**src/rtl/dbgp_pkg.sv**
```systemverilog
package dbgp_pkg;
  typedef enum logic [1:0] {
    ST_DATA   = 2'b00,
    ST_SEQERR = 2'b01,
    ST_IRQ    = 2'b10,
    ST_NULL   = 2'b11
  } dbgp_status_e;

  localparam int unsigned CODE_W = 7;
  localparam logic [CODE_W-1:0] CMD_NEG_BKPT = 7'h01;
  localparam logic [CODE_W-1:0] CMD_CORE_RST = 7'h02;
  localparam logic [CODE_W-1:0] CMD_FDL_ON   = 7'h03;
  localparam logic [CODE_W-1:0] CMD_FDL_OFF  = 7'h04;
  localparam logic [CODE_W-1:0] CMD_NOP      = 7'h1F;
endpackage

```
**src/rtl/dbgp_shifter.sv**
```systemverilog
module dbgp_shifter #(
  parameter int unsigned FRAME_W = 34
) (
  input  logic               clk,
  input  logic               rst_n,
  input  logic               sdi,
  input  logic               port_rdy,
  input  logic [FRAME_W-1:0] load_word,
  output logic               sdo,
  output logic               start,
  output logic               frame_done,
  output logic [FRAME_W-1:0] frame_word
);
  localparam int unsigned CNT_W = $clog2(FRAME_W);
  localparam logic [CNT_W-1:0] LAST = CNT_W'(FRAME_W - 1);

  logic               busy_q;
  logic [CNT_W-1:0]   cnt_q;
  logic [FRAME_W-2:0] in_q;
  logic [FRAME_W-1:0] out_q;

  // a start bit is only honoured while the ready bit is being driven
  assign start      = !busy_q && port_rdy && sdi;
  assign frame_done = busy_q && (cnt_q == LAST);
  assign frame_word = {in_q, sdi};
  assign sdo        = busy_q ? out_q[FRAME_W-1] : !port_rdy;

  always_ff @(posedge clk or negedge rst_n) begin
    if (!rst_n) begin
      busy_q <= 1'b0;
      cnt_q  <= '0;
      in_q   <= '0;
      out_q  <= '1;
    end else if (start) begin
      busy_q <= 1'b1;
      cnt_q  <= '0;
      out_q  <= load_word;
    end else if (busy_q) begin
      in_q  <= frame_word[FRAME_W-2:0];
      out_q <= {out_q[FRAME_W-2:0], 1'b1};
      cnt_q <= cnt_q + 1'b1;
      if (frame_done) busy_q <= 1'b0;
    end
  end

  p_start_busy_r3: assert property (@(posedge clk) disable iff (!rst_n)
    start |=> busy_q && (cnt_q == '0));
endmodule

```
**src/rtl/dbgp_status.sv**
```systemverilog
module dbgp_status
  import dbgp_pkg::*;
#(
  parameter int unsigned PAYLOAD_W = 32
) (
  input  logic                 clk,
  input  logic                 rst_n,
  input  logic                 start,
  input  logic                 seq_set,
  input  logic                 irq,
  input  logic                 dpdr_valid,
  input  logic [PAYLOAD_W-1:0] dpdr_word,
  output logic                 dpdr_ready,
  output logic [PAYLOAD_W+1:0] load_word
);
  logic                 hold_v_q;
  logic [PAYLOAD_W-1:0] hold_w_q;
  logic                 seq_q;
  dbgp_status_e         st;

  assign dpdr_ready = !hold_v_q;

  // fixed ranking: captured data, ordering error, interrupt, null
  always_comb begin
    if (hold_v_q)   st = ST_DATA;
    else if (seq_q) st = ST_SEQERR;
    else if (irq)   st = ST_IRQ;
    else            st = ST_NULL;
    load_word = {st, hold_v_q ? hold_w_q : {PAYLOAD_W{1'b0}}};
  end

  always_ff @(posedge clk or negedge rst_n) begin
    if (!rst_n) begin
      hold_v_q <= 1'b0;
      hold_w_q <= '0;
      seq_q    <= 1'b0;
    end else begin
      if (start && hold_v_q) hold_v_q <= 1'b0;
      else if (dpdr_valid && !hold_v_q) begin
        hold_v_q <= 1'b1;
        hold_w_q <= dpdr_word;
      end
      if (seq_set) seq_q <= 1'b1;
      else if (start && !hold_v_q && seq_q) seq_q <= 1'b0;
    end
  end

  p_data_clear_r8: assert property (@(posedge clk) disable iff (!rst_n)
    start && hold_v_q |=> !hold_v_q);
  p_seq_clear_r5: assert property (@(posedge clk) disable iff (!rst_n)
    start && !hold_v_q && seq_q |=> !seq_q);
endmodule

```
**src/rtl/dbgp_decode.sv**
```systemverilog
module dbgp_decode
  import dbgp_pkg::*;
#(
  parameter int unsigned PAYLOAD_W = 32
) (
  input  logic                 clk,
  input  logic                 rst_n,
  input  logic                 start,
  input  logic                 exp_data,
  input  logic                 frame_done,
  input  logic [PAYLOAD_W+1:0] frame_word,
  input  logic                 xfer_ready,
  output logic                 xfer_valid,
  output logic                 xfer_is_data,
  output logic [PAYLOAD_W-1:0] xfer_word,
  output logic                 seq_set,
  output logic [CODE_W-1:0]    trap_en,
  output logic                 bkpt_negate,
  output logic                 core_reset,
  output logic                 fast_dl
);
  logic                 mode, ctrl;
  logic [PAYLOAD_W-1:0] payload;
  logic [CODE_W-1:0]    code;
  logic                 exp_q;

  assign mode    = frame_word[PAYLOAD_W+1];
  assign ctrl    = frame_word[PAYLOAD_W];
  assign payload = frame_word[PAYLOAD_W-1:0];
  assign code    = payload[PAYLOAD_W-1 -: CODE_W];
  assign seq_set = frame_done && !mode && (ctrl != exp_q);

  always_ff @(posedge clk or negedge rst_n) begin
    if (!rst_n) begin
      exp_q        <= 1'b0;
      xfer_valid   <= 1'b0;
      xfer_is_data <= 1'b0;
      xfer_word    <= '0;
      trap_en      <= '0;
      bkpt_negate  <= 1'b0;
      core_reset   <= 1'b0;
      fast_dl      <= 1'b0;
    end else begin
      bkpt_negate <= 1'b0;
      core_reset  <= 1'b0;
      if (start) exp_q <= exp_data;
      if (xfer_valid && xfer_ready) xfer_valid <= 1'b0;
      if (frame_done) begin
        unique case ({mode, ctrl})
          2'b00, 2'b01: if (ctrl == exp_q) begin
            xfer_valid   <= 1'b1;
            xfer_is_data <= ctrl;
            xfer_word    <= payload;
          end
          2'b10: trap_en <= code;
          default: begin
            if (code == CMD_NEG_BKPT) bkpt_negate <= 1'b1;
            if (code == CMD_CORE_RST) core_reset  <= 1'b1;
            if (code == CMD_FDL_ON)   fast_dl     <= 1'b1;
            if (code == CMD_FDL_OFF)  fast_dl     <= 1'b0;
          end
        endcase
      end
    end
  end

  p_xfer_hold_r4: assert property (@(posedge clk) disable iff (!rst_n)
    xfer_valid && !xfer_ready |=> xfer_valid && $stable(xfer_word) && $stable(xfer_is_data));
  p_rst_pulse_r7: assert property (@(posedge clk) disable iff (!rst_n)
    core_reset |=> !core_reset);
  p_neg_pulse_r7: assert property (@(posedge clk) disable iff (!rst_n)
    bkpt_negate |=> !bkpt_negate);
  p_trap_stable_r6: assert property (@(posedge clk) disable iff (!rst_n)
    !frame_done |=> $stable(trap_en));
endmodule

```
**src/rtl/dbg_serial_port.sv**
```systemverilog
module dbg_serial_port
  import dbgp_pkg::*;
#(
  parameter int unsigned PAYLOAD_W = 32
) (
  input  logic                 clk,
  input  logic                 rst_n,
  input  logic                 sdi,
  output logic                 sdo,
  input  logic                 cpu_req,
  input  logic                 cpu_req_data,
  input  logic                 cpu_irq,
  output logic                 xfer_valid,
  input  logic                 xfer_ready,
  output logic                 xfer_is_data,
  output logic [PAYLOAD_W-1:0] xfer_word,
  input  logic                 dpdr_valid,
  output logic                 dpdr_ready,
  input  logic [PAYLOAD_W-1:0] dpdr_word,
  output logic [CODE_W-1:0]    trap_en,
  output logic                 bkpt_negate,
  output logic                 core_reset,
  output logic                 fast_dl
);
  localparam int unsigned FRAME_W = PAYLOAD_W + 2;

  logic               port_rdy, start, frame_done, seq_set;
  logic [FRAME_W-1:0] load_word, frame_word;

  // back-pressure: no ready bit while a decoded word waits for the core
  assign port_rdy = cpu_req && !xfer_valid;

  dbgp_shifter #(.FRAME_W(FRAME_W)) u_shift (
    .clk(clk), .rst_n(rst_n), .sdi(sdi), .port_rdy(port_rdy),
    .load_word(load_word), .sdo(sdo), .start(start),
    .frame_done(frame_done), .frame_word(frame_word)
  );

  dbgp_status #(.PAYLOAD_W(PAYLOAD_W)) u_status (
    .clk(clk), .rst_n(rst_n), .start(start), .seq_set(seq_set),
    .irq(cpu_irq), .dpdr_valid(dpdr_valid), .dpdr_word(dpdr_word),
    .dpdr_ready(dpdr_ready), .load_word(load_word)
  );

  dbgp_decode #(.PAYLOAD_W(PAYLOAD_W)) u_decode (
    .clk(clk), .rst_n(rst_n), .start(start), .exp_data(cpu_req_data),
    .frame_done(frame_done), .frame_word(frame_word),
    .xfer_ready(xfer_ready), .xfer_valid(xfer_valid),
    .xfer_is_data(xfer_is_data), .xfer_word(xfer_word),
    .seq_set(seq_set), .trap_en(trap_en), .bkpt_negate(bkpt_negate),
    .core_reset(core_reset), .fast_dl(fast_dl)
  );
endmodule

```
**config.mk**
```make
export PLATFORM = sky130hd
export DESIGN_NAME = dbg_serial_port
export DESIGN_NICKNAME = d
export VERILOG_FILES = /design/src/rtl/dbgp_pkg.sv /design/src/rtl/dbgp_shifter.sv /design/src/rtl/dbgp_status.sv /design/src/rtl/dbgp_decode.sv /design/src/rtl/dbg_serial_port.sv
export SDC_FILE = /design/constraint.sdc
export NUM_CORES = 1
export LEC_CHECK = 0
export CAP_MARGIN = 25
export CORE_UTILIZATION = 45
export DETAILED_ROUTE_END_ITERATION = 8
export PLACE_DENSITY = 0.68
export SLEW_MARGIN = 20
export SYNTH_ARGS = -nofsm -noshare
export SYNTH_HDL_FRONTEND = slang
export SYNTH_SLANG_ARGS = --single-unit
```
**constraint.sdc**
```tcl
create_clock -name clk -period 2.25 [get_ports clk]
set_input_delay 0.3375 -clock clk [delete_from_list [all_inputs] [get_ports clk]]
set_output_delay 0.3375 -clock clk [all_outputs]
set_load 0.005 [all_outputs]
```
-- Yosys cells after proc, flatten, opt, wreduce, memory -nomap -nowiden
Cells that the tools add are included.
- bits in read-only memories: 0
- flip-flop bits (word level): 153
- latch bits: 0
- logic and storage cells: 84
- bits in writable memories: 0
- memories kept: 0
- div/mod/pow operators: 0
- magnitude comparators: 0
- add/sub/neg operators: 1
- mux-type cells: 28
- multipliers: 0
- equality and inequality tests: 9
- reductions and logical operators: 28
- bitwise gates (word level): 3
- shift-type cells: 0
- operators by type and width (operator ; count):
    2-to-1 mux 34 bit ; 2
    2-to-1 mux 32 bit ; 1
    2-to-1 mux 1 bit ; 21
    == test 7 x 2 -> 1 bit, second input constant ; 2
    2-to-1 mux 6 bit ; 2
    logical AND 1 bit ; 11
    nonzero test 2 bit ; 4
    == test 7 x 1 -> 1 bit, second input constant ; 1
    == test 7 x 3 -> 1 bit, second input constant ; 1
    adder 6 x 1 -> 6 bit, second input constant ; 1
    == test 6 bit, second input constant ; 1
    AND reduction 2 bit ; 3
    AND reduction 3 bit ; 2
    logical NOT 1 bit ; 5
    2-to-1 mux 2 bit ; 2
    inverter 1 bit ; 3
    OR reduction 3 bit ; 1
    == test 2 x 1 -> 1 bit, second input constant ; 1
    == test 2 bit, second input constant ; 1
    logical NOT 2 bit ; 1
    OR reduction 2 bit ; 1
    == test 1 bit ; 1
    inequality test 1 bit ; 1

-- Logic depth before layout (Yosys ltp)
- depth after elaboration: 8
- gate-level depth with buffers: 7
- gate-level depth less buffers: 5

-- By module
From an unflattened synthesis, not the netlist that was laid out.
- cells, all modules: 483
- area total of the unflattened synthesis: 6632.6 um^2
- by module, submodules not included (module ; area each (um^2) ; instances ; sequential area each (um^2) ; cells an instance):
    dbgp_shifter ; 3056.7 ; 1 ; 1894.3 ; 254
    dbgp_decode ; 1896.8 ; 1 ; 1126.1 ; 114
    dbgp_status ; 1665.3 ; 1 ; 850.8 ; 114
    dbg_serial_port ; 13.8 ; 1 ; 0.0 ; 1

-- Worst setup path after synthesis
OpenSTA, ideal clock, no wires.
- path kind: reg2reg
- start: register u_shift.cnt_q[2]
- end: register u_decode.xfer_word[10]
- stages on the path, launching flop included: 6
- path buffers: 2
- data arrival time: 1.721 ns
- period minus slack after synthesis: 1.846 ns
- path slack: 0.404 ns
- library setup time: 0.125 ns
- cell sequence: dfrtp_1 or3_1 buf_6 nor3_4 buf_4 mux2_2
- cells in the longest elaborated chain, start to end: 3
- RTL lines (what ; RTL line ; source):
    from (decl) ; dbgp_shifter.sv:18 ; logic [CNT_W-1:0] cnt_q;
    from (signal assigned) ; dbgp_shifter.sv:41 ; cnt_q <= cnt_q + 1'b1;
    == test 6 bit ; dbgp_shifter.sv:24 ; assign frame_done = busy_q && (cnt_q == LAST);
    logical AND 1 bit ; dbgp_shifter.sv:24 ;
    AND reduction 3 bit (no source line) ; -- ;
    to (signal assigned) ; dbgp_decode.sv:53 ; xfer_word <= payload;
    to (decl) ; dbgp_decode.sv:15 ; output logic [PAYLOAD_W-1:0] xfer_word,
No other way between the ends.
A chain may end at the register's enable or synchronous reset.

-- Worst setup path after layout
- start: register u_decode.xfer_valid
- end: output port sdo
- cells in the longest elaborated chain, start to end: 4
- RTL lines (what ; RTL line ; source):
    from (decl) ; dbgp_decode.sv:13 ; output logic xfer_valid,
    from (signal assigned) ; dbgp_decode.sv:36 ; xfer_valid <= 1'b0;
    from (signal assigned) ; dbgp_decode.sv:47 ; if (xfer_valid && xfer_ready) xfer_valid <= 1'b0;
    from (signal assigned) ; dbgp_decode.sv:51 ; xfer_valid <= 1'b1;
    logical NOT 1 bit ; dbg_serial_port.sv:31 ; assign port_rdy = cpu_req && !xfer_valid;
    logical AND 1 bit ; dbg_serial_port.sv:31 ;
    logical NOT 1 bit ; dbgp_shifter.sv:26 ; assign sdo = busy_q ? out_q[FRAME_W-1] : !port_rdy;
    2-to-1 mux 1 bit ; dbgp_shifter.sv:26 ;
    to (decl) ; dbg_serial_port.sv:9 ; output logic sdo,
No other way between the ends.

==> summary.txt <==
Outcome
  • Status: completed

Floorplanning
  • Initial core utilization: 46.74%
  • Die height: approximately 120 µm
  • Die X-Extent: 120.0 µm
  • Core area: ~0.013 mm²
  • FP Rows: 42
  • Die footprint: 0.01440 mm²
  • Ports: 86

Layout
  • Final-layout fill cell count: between 1000 and 1500
  • N_diodes: 0
  • Layout cells sized above 1: 33.33%
  • Fin area: 0.007973 mm²
  • Nets: 581
  • Syn-to-layout area delta: 27.29%

Detailed routing
  • Avg WL per Cell: 15.02 µm
  • DRT iter0 DRCs: 154
  • Wirelength, routed: between 10000 and 15000 µm
  • DRC Markers: 0
  • Vias per cell: roughly 5.2
  • DR vias: 3757
  • Final ANT Viol Nets: 0
  • DR pass1 iterations: 4

Synth
  • Avg Inst Size Synth: 13.86 µm²
  • Top post-synthesis cells by area: dfrtp_1 48%, mux2_2 18%, dfstp_2 14%
  • Syn nets: approximately 500
  • Sequential fraction of the synthesis area: 61.81%
  • Post-Syn Instances: 452
  • Synth unique cells: 39
  • Largest area contributor in the netlist: dfrtp_1
  • Cell Area, Synth: around 0.0063 mm²
  • Register bit total from synthesis: roughly 150
  • Synth warn: 0
  • Top cell type's share of synthesized area: between 40% and 50%

CTS
  • Clk_lat worst skew: roughly 0.42 ns
  • CTS Hold Buffers Added: 1
  • Resized Gates After CTS: 0
  • CTS sink cnt: about 150
  • CTS max path bufs: 2
  • CTS HTree Levels: 4
  • CTS tree: done
  • Num CTS Buffers: 17
  • Root buffer cell: clkbuf_16
  • Post-CTS Setup Inserts: 0
  • Worst-path clk slew: 0.06 ns

Min path
  • Worst hold path type: in2async

STA
  • Post-layout min period: 2.009 ns
  • Worst-margin pin slew: 0.5838 ns
  • Final Hold Fails: 0
  • Period utilization: ~89%
  • Maximum clock frequency: 497.8 MHz
  • Final Skew: 0.01041 ns
  • Rel. slew slack: between 60% and 70%
  • Max-slew violations: 0
  • RSZ-0062 raised after global routing: false
  • Final setup vio count: 0
  • Setup tns final: 0 ns

Setup path
  • CP max FO: 5
  • Worst EP required: 1.91 ns
  • CP Launch Type: flop
  • Critical Path AT: 1.67 ns
  • R2R setup slack: 0.28 ns
  • R2r worst-path depth: 4
  • RR Startpoint: u_shift.cnt_q[2]$_DFFE_PN0P_
  • Crit path kind: reg2out
  • R2R Path End: u_decode.xfer_word[6]$_DFFE_PN0P_
  • Worst setup EP type: output pin

Power and ir drop
  • Peak supply drop: 0.0005734 V
  • Cell Pwr Density: around 1300 mW/mm²
  • Leakage: 0.003536 µW

GRT
  • Remaining Overflow, GRT: 0
  • Vias in the first global route: 3833
  • Total GRT Usage: 16.92%
  • Largest net degree at the start of global routing: 70
  • Global-route wire length before repair: 18960 µm
  • Initial antenna violation count: 0

Placed design
  • Final HPWL DP: 7186 µm
  • Routability congestion estimate: just over 0.7
  • Placed inst area: roughly 0.0074 mm²
  • Port Buffers: 85

Run
  • Max Cap Viol: 0
area by class of cell:
type                    count  area [µm²]  area share, %
multi-input cells         263        2250          28.22
clock buffers              24       481.7          6.042
inverters                   5       18.77         0.2354
clock inverters             8       117.6          1.475
well taps                 176       220.2          2.762
flip-flops and latches    153        3875          48.60
repair buffers             99        1010          12.66
kinds of logic (layout without fill, tap and decap cells):
| group | after synthesis | after routing | share of synthesized area [%] |
|---|---|---|---|
| multiplexers | 138 | 138 | 24.11 |
| flip-flops | 153 | 153 | 61.81 |
| XOR/XNOR | 4 | 4 | 0.5593 |
| adder cells (fa/ha/maj) | 2 | 2 | 0.3995 |
| buffers and inverters | 36 | 136 | 2.557 |
| AND/OR/NAND/NOR | 69 | 69 | 6.273 |
| AO/OA/AOI/OAI | 50 | 50 | 4.295 |
through the flow:
step                      worst slack [ns]  hold slack, ns  power, µW  std cells  util [%]
after floorplan                     0.4039         0.04191       6568        452         -
after detailed placement            0.2413          0.3631       7675        695     54.95
after CTS                           0.1885          0.4494      10560        728     59.50
after global placement              0.2350          0.3544       7500        695     54.95
after global routing                0.1289          0.4624      11140        728     59.50
final                               0.2412          0.4659      10430        728     59.50
state kept, by name (all words and copies together), names as in the netlist:
register	count
u_status.hold_w_q	32
u_status.seq_q	1
u_decode.xfer_valid	1
u_decode.bkpt_negate	1
u_decode.exp_q	1
u_shift.busy_q	1
u_decode.fast_dl	1
u_status.hold_v_q	1
u_decode.xfer_is_data	1
u_decode.trap_en	7
u_shift.out_q	34
u_shift.cnt_q	6
u_shift.in_q	33
u_decode.xfer_word	32
u_decode.core_reset	1
critical path, cell delays in order (launching register included):
cell,delay [ns]
dfrtp_1,0.51
nor3b_1,0.10
a21oi_1,0.13
clkdlybuf4s50_1,0.52
cell usage after synthesis, drive strengths merged:
cell type,number
nor4bb,1
mux2,103
nor3b,1
nand2b,2
nor4b,2
mux2i,35
a21oi,6
a211o,1
clkbuf,21
nand4bb,1
or4,1
dfrtp,119
nor2,3
a21o,2
o31ai,1
inv,5
a22o,1
nand3,32
and3,1
o41ai,1
or3,4
o21ai,38
or4b,1
nor3,2
buf,10
nand4b,1
xor2,4
ha,2
nand2,13
dfstp,34
nor2b,1
nand4,3
worst max path at each step:
stage / start / endpoint / depth (start not counted)
finish: u_decode.xfer_valid$_DFF_PN0_ / sdo / 3
detailed placement: cpu_req / sdo / 4
CTS: u_decode.xfer_valid$_DFF_PN0_ / sdo / 3
global route: u_shift.busy_q$_DFF_PN0_ / sdo / 3
global placement: cpu_req / sdo / 4
floorplan: u_shift.cnt_q[2]$_DFFE_PN0P_ / u_decode.xfer_word[10]$_DFFE_PN0P_ / 5
cell usage in the layout, fill, tap and decap left out, types with 5 or more instances in the layout:
cell type / n
nand2_1: 13
clkbuf_16: 17
a21oi_1: 6
buf_4: 9
dfstp_2: 34
dfrtp_1: 118
nand3_1: 32
mux2i_1: 35
inv_1: 5
mux2_2: 101
clkdlybuf4s50_1: 84
o21ai_0: 38
report_power, final:
| group | switching, µW | internal, µW |
|---|---|---|
| clock | 1030 | 1820 |
| sequential | 805 | 4120 |
| combinational | 1030 | 1620 |
metal layers:
layer,GRT usage (%),vias to the layer above,share of wire (%)
li1,-,1788,-
met1,22.53,1867,47
met2,26.19,84,47
met3,4.468,18,4.1
met4,7.031,0,1.6
met5,0,-,0
No activity file was read; power rests on OpenSTA's default activity.
